===== config.mk =====
export PLATFORM = sky130hd
export DESIGN_NAME = rob_share_alloc
export DESIGN_NICKNAME = d
export VERILOG_FILES = /design/src/rtl/rob_share_pkg.sv /design/src/rtl/share_limit_calc.sv /design/src/rtl/share_limit_regs.sv /design/src/rtl/share_free_calc.sv /design/src/rtl/share_pool_count.sv /design/src/rtl/rob_share_alloc.sv
export SDC_FILE = /design/constraint.sdc
export NUM_CORES = 1
export LEC_CHECK = 0
export BUFFER_PORTS_ARGS = -buffer_cell sky130_fd_sc_hd__buf_2
export CORE_ASPECT_RATIO = 1.1
export CORE_MARGIN = 2
export CORE_UTILIZATION = 50
export CTS_CLUSTER_DIAMETER = 60
export DETAILED_ROUTE_END_ITERATION = 8
export PLACE_DENSITY = 0.82
export SKIP_LAST_GASP = 1
export SLEW_MARGIN = 20
export SYNTH_ARGS = -nofsm -noshare
export SYNTH_HDL_FRONTEND = slang
export SYNTH_SLANG_ARGS = --single-unit

===== constraint.sdc =====
create_clock -name clk -period 31.6 [get_ports clk]
set_input_delay 3.16 -clock clk [delete_from_list [all_inputs] [get_ports clk]]
set_output_delay 3.16 -clock clk [all_outputs]
set_load 0.005 [all_outputs]

===== src/rtl/rob_share_pkg.sv =====
package rob_share_pkg;

  typedef enum logic [1:0] {
    SHARE_OPEN  = 2'b00,
    SHARE_EVEN  = 2'b01,
    SHARE_PCT   = 2'b10,
    SHARE_RSVD  = 2'b11
  } share_policy_e;

  // Even split among active threads, truncating; zero when none active.
  function automatic int unsigned even_share(input int unsigned total,
                                             input int unsigned n_active);
    if (n_active == 0) return 0;
    return total / n_active;
  endfunction

  // Percentage cap, pct clipped to 100, result floored and kept >= 1.
  function automatic int unsigned pct_share(input int unsigned total,
                                            input int unsigned pct);
    int unsigned p;
    int unsigned v;
    p = (pct > 100) ? 100 : pct;
    v = (total * p) / 100;
    if (v == 0) v = 1;
    return v;
  endfunction

  // Saturating difference.
  function automatic int unsigned sat_sub(input int unsigned a,
                                          input int unsigned b);
    return (a > b) ? (a - b) : 0;
  endfunction

endpackage


===== src/rtl/share_limit_calc.sv =====
module share_limit_calc
  import rob_share_pkg::*;
#(
  parameter int NUM_THREADS = 4,
  parameter int NUM_ENTRIES = 64,
  parameter int CNT_W       = $clog2(NUM_ENTRIES + 1)
) (
  input  logic [1:0]                   policy_sel,
  input  logic [NUM_THREADS-1:0]       active_mask,
  input  logic [6:0]                   thresh_pct,
  output logic [NUM_THREADS*CNT_W-1:0] next_limit
);

  localparam int unsigned TOTAL = NUM_ENTRIES;

  share_policy_e policy;
  int unsigned   n_active;
  logic [CNT_W-1:0] even_val;
  logic [CNT_W-1:0] pct_val;

  always_comb begin
    policy   = share_policy_e'(policy_sel);
    n_active = $countones(active_mask);
    even_val = CNT_W'(even_share(TOTAL, n_active));
    pct_val  = CNT_W'(pct_share(TOTAL, int'(thresh_pct)));
  end

  for (genvar t = 0; t < NUM_THREADS; t++) begin : g_thr
    always_comb begin
      unique case (policy)
        SHARE_EVEN: next_limit[t*CNT_W +: CNT_W] = active_mask[t] ? even_val : '0;
        SHARE_PCT:  next_limit[t*CNT_W +: CNT_W] = pct_val;
        default:    next_limit[t*CNT_W +: CNT_W] = CNT_W'(TOTAL);
      endcase
    end
  end

endmodule


===== src/rtl/share_limit_regs.sv =====
module share_limit_regs
  import rob_share_pkg::*;
#(
  parameter int NUM_THREADS = 4,
  parameter int NUM_ENTRIES = 64,
  parameter int CNT_W       = $clog2(NUM_ENTRIES + 1)
) (
  input  logic                         clk,
  input  logic                         rst_n,
  input  logic                         recompute,
  input  logic [1:0]                   policy_sel,
  input  logic [NUM_THREADS-1:0]       active_mask,
  input  logic [NUM_THREADS*CNT_W-1:0] next_limit,
  output logic [NUM_THREADS*CNT_W-1:0] limit,
  output logic                         reload
);

  localparam int SUM_W = CNT_W + $clog2(NUM_THREADS) + 1;

  logic [NUM_THREADS-1:0] mask_q;
  logic                   mask_changed;
  logic                   live_q;

  assign mask_changed = (active_mask != mask_q);
  assign reload       = recompute | mask_changed;

  always_ff @(posedge clk) begin
    if (!rst_n) begin
      mask_q <= '0;
      live_q <= 1'b0;
      for (int t = 0; t < NUM_THREADS; t++)
        limit[t*CNT_W +: CNT_W] <= CNT_W'(NUM_ENTRIES);
    end else begin
      mask_q <= active_mask;
      live_q <= 1'b1;
      if (reload) limit <= next_limit;
    end
  end

  logic [SUM_W-1:0] limit_sum;
  always_comb begin
    limit_sum = '0;
    for (int t = 0; t < NUM_THREADS; t++)
      limit_sum = limit_sum + SUM_W'(limit[t*CNT_W +: CNT_W]);
  end

  // a reload edge takes the computed caps
  a_r6_reload_takes: assert property (@(posedge clk) disable iff (!rst_n)
    ($past(live_q) && $past(reload)) |-> (limit == $past(next_limit)));

  // without a reload the caps stay put
  a_r6_hold_caps: assert property (@(posedge clk) disable iff (!rst_n)
    ($past(live_q) && !$past(reload)) |-> $stable(limit));

  // an even split never hands out more than the buffer
  a_r3_split_bounded: assert property (@(posedge clk) disable iff (!rst_n)
    ($past(live_q) && $past(reload) && ($past(policy_sel) == 2'b01))
      |-> (limit_sum <= SUM_W'(NUM_ENTRIES)));

endmodule


===== src/rtl/share_free_calc.sv =====
module share_free_calc
  import rob_share_pkg::*;
#(
  parameter int NUM_THREADS = 4,
  parameter int NUM_ENTRIES = 64,
  parameter int CNT_W       = $clog2(NUM_ENTRIES + 1)
) (
  input  logic                         clk,
  input  logic                         rst_n,
  input  logic [NUM_THREADS*CNT_W-1:0] limit,
  input  logic [NUM_THREADS*CNT_W-1:0] occupancy,
  output logic [NUM_THREADS*CNT_W-1:0] free_cnt,
  output logic [NUM_THREADS-1:0]       full
);

  for (genvar t = 0; t < NUM_THREADS; t++) begin : g_thr
    logic [CNT_W-1:0] cap;
    logic [CNT_W-1:0] occ;
    logic [CNT_W-1:0] avail;
    assign cap   = limit[t*CNT_W +: CNT_W];
    assign occ   = occupancy[t*CNT_W +: CNT_W];
    assign avail = CNT_W'(sat_sub(int'(cap), int'(occ)));
    assign free_cnt[t*CNT_W +: CNT_W] = avail;
    assign full[t] = (occ >= cap);

    // free slots never exceed the cap
    a_r7_free_in_cap: assert property (@(posedge clk) disable iff (!rst_n)
      avail <= cap);

    // a thread is full exactly when nothing is left
    a_r8_full_no_free: assert property (@(posedge clk) disable iff (!rst_n)
      full[t] == (avail == '0));
  end

endmodule


===== src/rtl/share_pool_count.sv =====
module share_pool_count
  import rob_share_pkg::*;
#(
  parameter int NUM_THREADS = 4,
  parameter int NUM_ENTRIES = 64,
  parameter int CNT_W       = $clog2(NUM_ENTRIES + 1)
) (
  input  logic                         clk,
  input  logic                         rst_n,
  input  logic [NUM_THREADS*CNT_W-1:0] occupancy,
  output logic [CNT_W-1:0]             total_free,
  output logic                         buffer_full
);

  localparam int SUM_W = CNT_W + $clog2(NUM_THREADS) + 1;

  logic [SUM_W-1:0] occ_sum;
  always_comb begin
    occ_sum = '0;
    for (int t = 0; t < NUM_THREADS; t++)
      occ_sum = occ_sum + SUM_W'(occupancy[t*CNT_W +: CNT_W]);
  end

  assign total_free  = CNT_W'(sat_sub(NUM_ENTRIES, int'(occ_sum)));
  assign buffer_full = (occ_sum >= SUM_W'(NUM_ENTRIES));

  // free plus used accounts for the whole buffer when not oversubscribed
  a_r9_pool_conserved: assert property (@(posedge clk) disable iff (!rst_n)
    (occ_sum <= SUM_W'(NUM_ENTRIES))
      |-> ((SUM_W'(total_free) + occ_sum) == SUM_W'(NUM_ENTRIES)));

endmodule


===== src/rtl/rob_share_alloc.sv =====
module rob_share_alloc
  import rob_share_pkg::*;
#(
  parameter int NUM_THREADS = 4,
  parameter int NUM_ENTRIES = 64,
  parameter int CNT_W       = $clog2(NUM_ENTRIES + 1)
) (
  input  logic                         clk,
  input  logic                         rst_n,
  input  logic [1:0]                   policy_sel,
  input  logic [NUM_THREADS-1:0]       active_mask,
  input  logic [6:0]                   thresh_pct,
  input  logic                         recompute,
  input  logic [NUM_THREADS*CNT_W-1:0] occupancy,
  output logic [NUM_THREADS*CNT_W-1:0] limit,
  output logic [NUM_THREADS*CNT_W-1:0] free_cnt,
  output logic [NUM_THREADS-1:0]       full,
  output logic [CNT_W-1:0]             total_free,
  output logic                         buffer_full
);

  logic [NUM_THREADS*CNT_W-1:0] next_limit;
  logic                         reload;

  share_limit_calc #(.NUM_THREADS(NUM_THREADS), .NUM_ENTRIES(NUM_ENTRIES), .CNT_W(CNT_W)) u_calc (
    .policy_sel (policy_sel),
    .active_mask(active_mask),
    .thresh_pct (thresh_pct),
    .next_limit (next_limit)
  );

  share_limit_regs #(.NUM_THREADS(NUM_THREADS), .NUM_ENTRIES(NUM_ENTRIES), .CNT_W(CNT_W)) u_regs (
    .clk        (clk),
    .rst_n      (rst_n),
    .recompute  (recompute),
    .policy_sel (policy_sel),
    .active_mask(active_mask),
    .next_limit (next_limit),
    .limit      (limit),
    .reload     (reload)
  );

  share_free_calc #(.NUM_THREADS(NUM_THREADS), .NUM_ENTRIES(NUM_ENTRIES), .CNT_W(CNT_W)) u_free (
    .clk      (clk),
    .rst_n    (rst_n),
    .limit    (limit),
    .occupancy(occupancy),
    .free_cnt (free_cnt),
    .full     (full)
  );

  share_pool_count #(.NUM_THREADS(NUM_THREADS), .NUM_ENTRIES(NUM_ENTRIES), .CNT_W(CNT_W)) u_pool (
    .clk        (clk),
    .rst_n      (rst_n),
    .occupancy  (occupancy),
    .total_free (total_free),
    .buffer_full(buffer_full)
  );

  // the first cycle out of reset shows full-size caps unless reloaded
  a_r1_reset_caps: assert property (@(posedge clk)
    ($past(!rst_n) && !$past(reload)) |-> (limit == {NUM_THREADS{CNT_W'(NUM_ENTRIES)}}));

endmodule


; ---- Word level (Yosys, flattened, before mapping)
; Index checks and enable logic that the tools add are counted.
[totals]
word_cells = 49
output_inout_bits = 68
regBits = 32
input_bits = 44
[classes]
magnitude_cmp = 11
reduce_logical = 2
n_eq_ne = 3
add_sub_neg = 11
n_mux = 17
bitwise_logic = 1
div = 2
[ops]
columns = op, count
row1 = $mux 7, 12
row2 = $logic_not 32->1, 2
row3 = $pmux 7 s2, 4
row4 = $add 32x32->32, 1
row5 = $div 32x7->32 const B, 1
row6 = $div 7x32->32 const A, 1
row7 = $ge 7x7->1, 4
row8 = $gt 7x7->1, 4
row9 = $sub 7x7->7, 4
row10 = $add 10x7->10, 2
row11 = $ge 10x7->1 const B, 1
row12 = $gt 7x10->1 const A, 1
row13 = $add 7x7->8, 1
row14 = $gt 7x7->1 const B, 1
row15 = $sub 7x7->7 const A, 1
row16 = $add 1x1->2, 2
row17 = $ne 4x4->1, 1
row18 = $eq 2x1->1 const B, 1
row19 = $eq 2x2->1 const B, 1
row20 = $mux 1, 1
row21 = $or 1x1->1, 1

; ---- Longest topological paths before layout
[depth]
depth_word = 7
mapped_depth = 57
depth_no_buf = 54

; ---- Cells and area by module
; Synthesis repeated with hierarchy kept, for this count alone.
[unflattened]
hier_cells = 1608
hier_area_um2 = 10908.0
[modules_own_cells]
columns = module, instances, seq_area_each_um2, area_per_inst_um2, cells_per_inst
row1 = share_limit_calc, 1, 0.0, 7216.9, 1142
row2 = share_free_calc, 1, 0.0, 1619.1, 232
row3 = share_limit_regs, 1, 640.6, 1290.0, 137
row4 = share_pool_count, 1, 0.0, 782.0, 97

; ---- Worst setup path before layout
; Ideal clock, no wire load.
[synth_path]
path_kind = input to register
startpoint = in active_mask[2]
endpoint = reg u_regs.limit[0]
setup_slack_ns = 16.564
path_buffers = 4
t_arrival_ns = 14.903
setup_time_ns = 0.134
stages = 56
t_required_ns = 31.466
cell_sequence = ha_1 > ha_1 > clkbuf_1 > clkinv_1 > ha_1 > buf_2 > buf_2 > nand2_1 > o21ai_0 > ha_1 > a2111o_1 > o21ba_2 > nand4_2 > nand2_1 > ha_1 > a22oi_1 > ha_1 > nor2_1 > [20 not listed] > nand3_1 > mux2_2 > ha_1 > a21oi_1 > nand4_1 > o31ai_1 > nand2_1 > nor2_1 > nand2_1 > o211ai_1 > o31ai_1 > ha_1 > a21oi_1 > o211ai_1 > a2111o_1 > nand4b_1 > o41ai_4 > o22ai_1
[synth_between]
elab_chain_len = 7
[synth_lines]
columns = item, line
row1 = from (decl), rob_share_alloc.sv:11  ; input logic [NUM_THREADS-1:0] active_mask,
row2 = "parallel branches: the longest is 7 deep, another holds $add 32x32->32", n/a
row3 = "to (signal, indexed assignment)", share_limit_regs.sv:32  ; limit[t*CNT_W +: CNT_W] <= CNT_W'(NUM_ENTRIES);
row4 = to (signal assigned), share_limit_regs.sv:36  ; if (reload) limit <= next_limit;
row5 = to (decl), share_limit_regs.sv:14  ; output logic [NUM_THREADS*CNT_W-1:0] limit,
; Parallel ways; which one is timed is not known.
; A chain may end at the register's enable or synchronous reset.

; ---- Worst setup path in the final report
[layout_path]
startpoint = in active_mask[2]
endpoint = reg u_regs.limit[14]
; The elaborated chain is that of the path after synthesis.

==> results.sh <==
export IMPL_status="complete, no violations"
export IMPL_clk_latency_ns=0.28
export IMPL_seqPwrFrac_pct=6.6
export IMPL_cp_slowest_cell="ha_1"
export IMPL_cts_sinks=32
export IMPL_rows=47
export IMPL_drive_above_1_share_pct=15.0
export IMPL_ys_ff_latch=32
export IMPL_ir_worst_vdd_uv=58.6
export IMPL_antenna_found_initial=2
export IMPL_stdcell_count=1361
export IMPL_ant_nets=0
export IMPL_max_stage_delay_ns=0.83
export IMPL_p_comb_share_pct=86.6
export IMPL_coreArea_mm2=0.0151
export IMPL_fin_crit_sh_pct=52.5
export IMPL_fin_ws_ns=15.02
export IMPL_cts_htree_levels=2
export IMPL_crit_type="input port to flop"
export IMPL_dpl_cell_count=1353
export IMPL_final_nets=1290
export IMPL_ys_flop_type="dfxtp_1"
export IMPL_first_global_vias=7840
export IMPL_grt_overflow=0
export IMPL_setup_tns_ns=0
export IMPL_crit_fanout=27
export IMPL_drt_wl_total_mm=23.8
export IMPL_ys_seq_area_share_pct=8.35
export IMPL_detail_route_iter0_violations=892
export IMPL_critPathCaptureType="flop"
export IMPL_async_reset_ff_share_pct=0
export IMPL_powerDensity_mw_per_mm2=82.7
export IMPL_place_area_mm2=0.00837
export IMPL_grt_use_total_pct=27.8
export IMPL_rsz0062_at_grt="false"
export IMPL_dr_total_vias=8815
export IMPL_start_kind="input port"
export IMPL_initial_utilization_pct=50.9
export IMPL_synthesis_area_per_instance_um2=7.13
export IMPL_n_antenna_cell=0
export IMPL_internal_power_w=0.000298
export IMPL_path_clk_slew_ns=0.05
export IMPL_avgRoutedWirePerCell_um=17.5
export IMPL_max_freq_mhz=60.3
export IMPL_layout_commonest_cell="buf_2"
export IMPL_switching_share_pct=57.7
export IMPL_ctsResizeCount=0
export IMPL_min_path_type="flop to flop"
export IMPL_slew_violations=0
export IMPL_synth_cell_area_mm2=0.00767
export IMPL_period_minus_slack_ns=16.58
export IMPL_vias_per_cell=6.48
export IMPL_report_final_setup_viol=0
export IMPL_cts_buffer_depth=2
export IMPL_die_w_um=122
export IMPL_total_power_w=0.000705
export IMPL_netlist_instances=1076
export IMPL_drv_cap=0
export IMPL_synth_fp_nets=1202
export IMPL_final_cell_mix="buf_2, nor2_1, inv_1"
export IMPL_gp_congestion=1.01
export IMPL_cts_tree="yes"
export IMPL_cts_made_buffers=5
export IMPL_synth_edf_count=0
export IMPL_switching_power_w=0.000407
export IMPL_die_h_um=134
export IMPL_cp_required_ns=31.73
export IMPL_yosysUniqueCellTypes=102
export IMPL_post_cts_buffers=0
export IMPL_grt_max_degree=32
export IMPL_grt_pass1_wl_mm=37.8
export IMPL_drcViolationCount=0
export IMPL_slew_headroom_pct=41.3
export IMPL_drt_pass1_iter_count=5
export IMPL_hold_violations=0
export IMPL_arrival_ns=16.71
export IMPL_cts_root_buffer="clkbuf_16"
export IMPL_preCtsSetupSlack_ns=15.00
export IMPL_fin_skew_ns=0.00244
export IMPL_cpMostUsedCell="ha_1"
export IMPL_syn_to_final_growth_pct=11.1
export IMPL_io_pins=112
export IMPL_numPortBuffers=111
export IMPL_design_area_mm2=0.00852
export IMPL_clkPwrFrac_pct=6.8
export IMPL_tightest_slew_ns=0.879
export IMPL_power_leakage_nw=3.85
export IMPL_ys_warn_count=0
export IMPL_dieArea_mm2=0.0163
export IMPL_place_hpwl_mm=19.1
export IMPL_ctsHoldBuffers=0
## final cells by class
cell class | count | area, um2
flip-flops and latches | 32 | 641
multi-input cells | 915 | 6530
inverters | 91 | 342
clock buffers | 6 | 139
fillers | 1374 | 6540
repair buffers | 119 | 616
well taps | 196 | 245
clock inverters | 2 | 10.0
## power by group through the flow
stage	logic, W	clock network [W]	registers (W)
2_1_floorplan	0.000463	0	0.0000460
3_3_place_gp	0.000586	0	0.0000470
3_5_place_dp	0.000590	0	0.0000469
4_1_cts	0.000594	0.0000475	0.0000462
5_1_grt	0.000665	0.0000490	0.0000465
6_report	0.000610	0.0000478	0.0000463
## state kept, by name (all words and copies together) (netlist names)
signal,flops
u_regs.limit,28
u_regs.mask_q,4
## worst paths after layout
check	depth (start not counted)	slack [ns]	end	from
worst max register to register	6	29.76	u_regs.limit[7]$_SDFFE_PN0P_	u_regs.mask_q[1]$_SDFF_PN0_
worst min-delay path	2	0.54	u_regs.limit[20]$_SDFFE_PN1P_	u_regs.limit[20]$_SDFFE_PN1P_
worst min register to register	2	0.54	u_regs.limit[20]$_SDFFE_PN1P_	u_regs.limit[20]$_SDFFE_PN1P_
worst max-delay path	55	15.02	u_regs.limit[14]$_SDFFE_PN0P_	active_mask[2]
## cells by family (layout without fill, tap and decap cells)
group	after synthesis	in the layout	synth area share (%)
compound gates	379	379	35.8
xor+xnor	59	59	6.92
fa+ha+maj	84	84	15.0
buf+inv	129	218	6.62
flops	32	32	8.35
mux	18	18	2.45
simple gates	375	375	24.8
## cell usage after synthesis, types with 15 or more instances
| cell | number | area [um2] |
|---|---|---|
| a22oi_1 | 20 | 150 |
| o21bai_1 | 15 | 113 |
| clkbuf_1 | 25 | 93.8 |
| nor2_1 | 108 | 405 |
| nand3_1 | 42 | 210 |
| a21oi_1 | 57 | 285 |
| nand2_1 | 80 | 300 |
| o31ai_1 | 15 | 113 |
| a21o_1 | 34 | 255 |
| xnor2_1 | 45 | 394 |
| nor3_1 | 26 | 130 |
| o21ai_0 | 73 | 365 |
| ha_1 | 68 | 851 |
| dfxtp_1 | 32 | 641 |
| inv_1 | 90 | 338 |
## per-stage QoR
step | hold slack (ns) | utilization (%)
6_report | 0.545 | 56.6
5_1_grt | 0.594 | 56.6
4_1_cts | 0.537 | 56.6
3_5_place_dp | 0.519 | 55.6
3_3_place_gp | 0.514 | 55.6
2_1_floorplan | 0.497 | -
## critical path: cells and delay by family
family	cells	cell delay (ns)
fa+ha+maj	10	3.67
simple gates	22	4.64
compound gates	18	3.89
buf+inv	4	1.01
mux	1	0.34
## metal layers
layer	wire length [um]	GRT usage [%]	up-vias
met5	24	0	-
met2	11500	49.6	470
li1	-	-	4187
met4	719	8.37	4
met1	9570	34.6	4081
met3	1960	3.53	73
(Power assumes the default switching activity.)
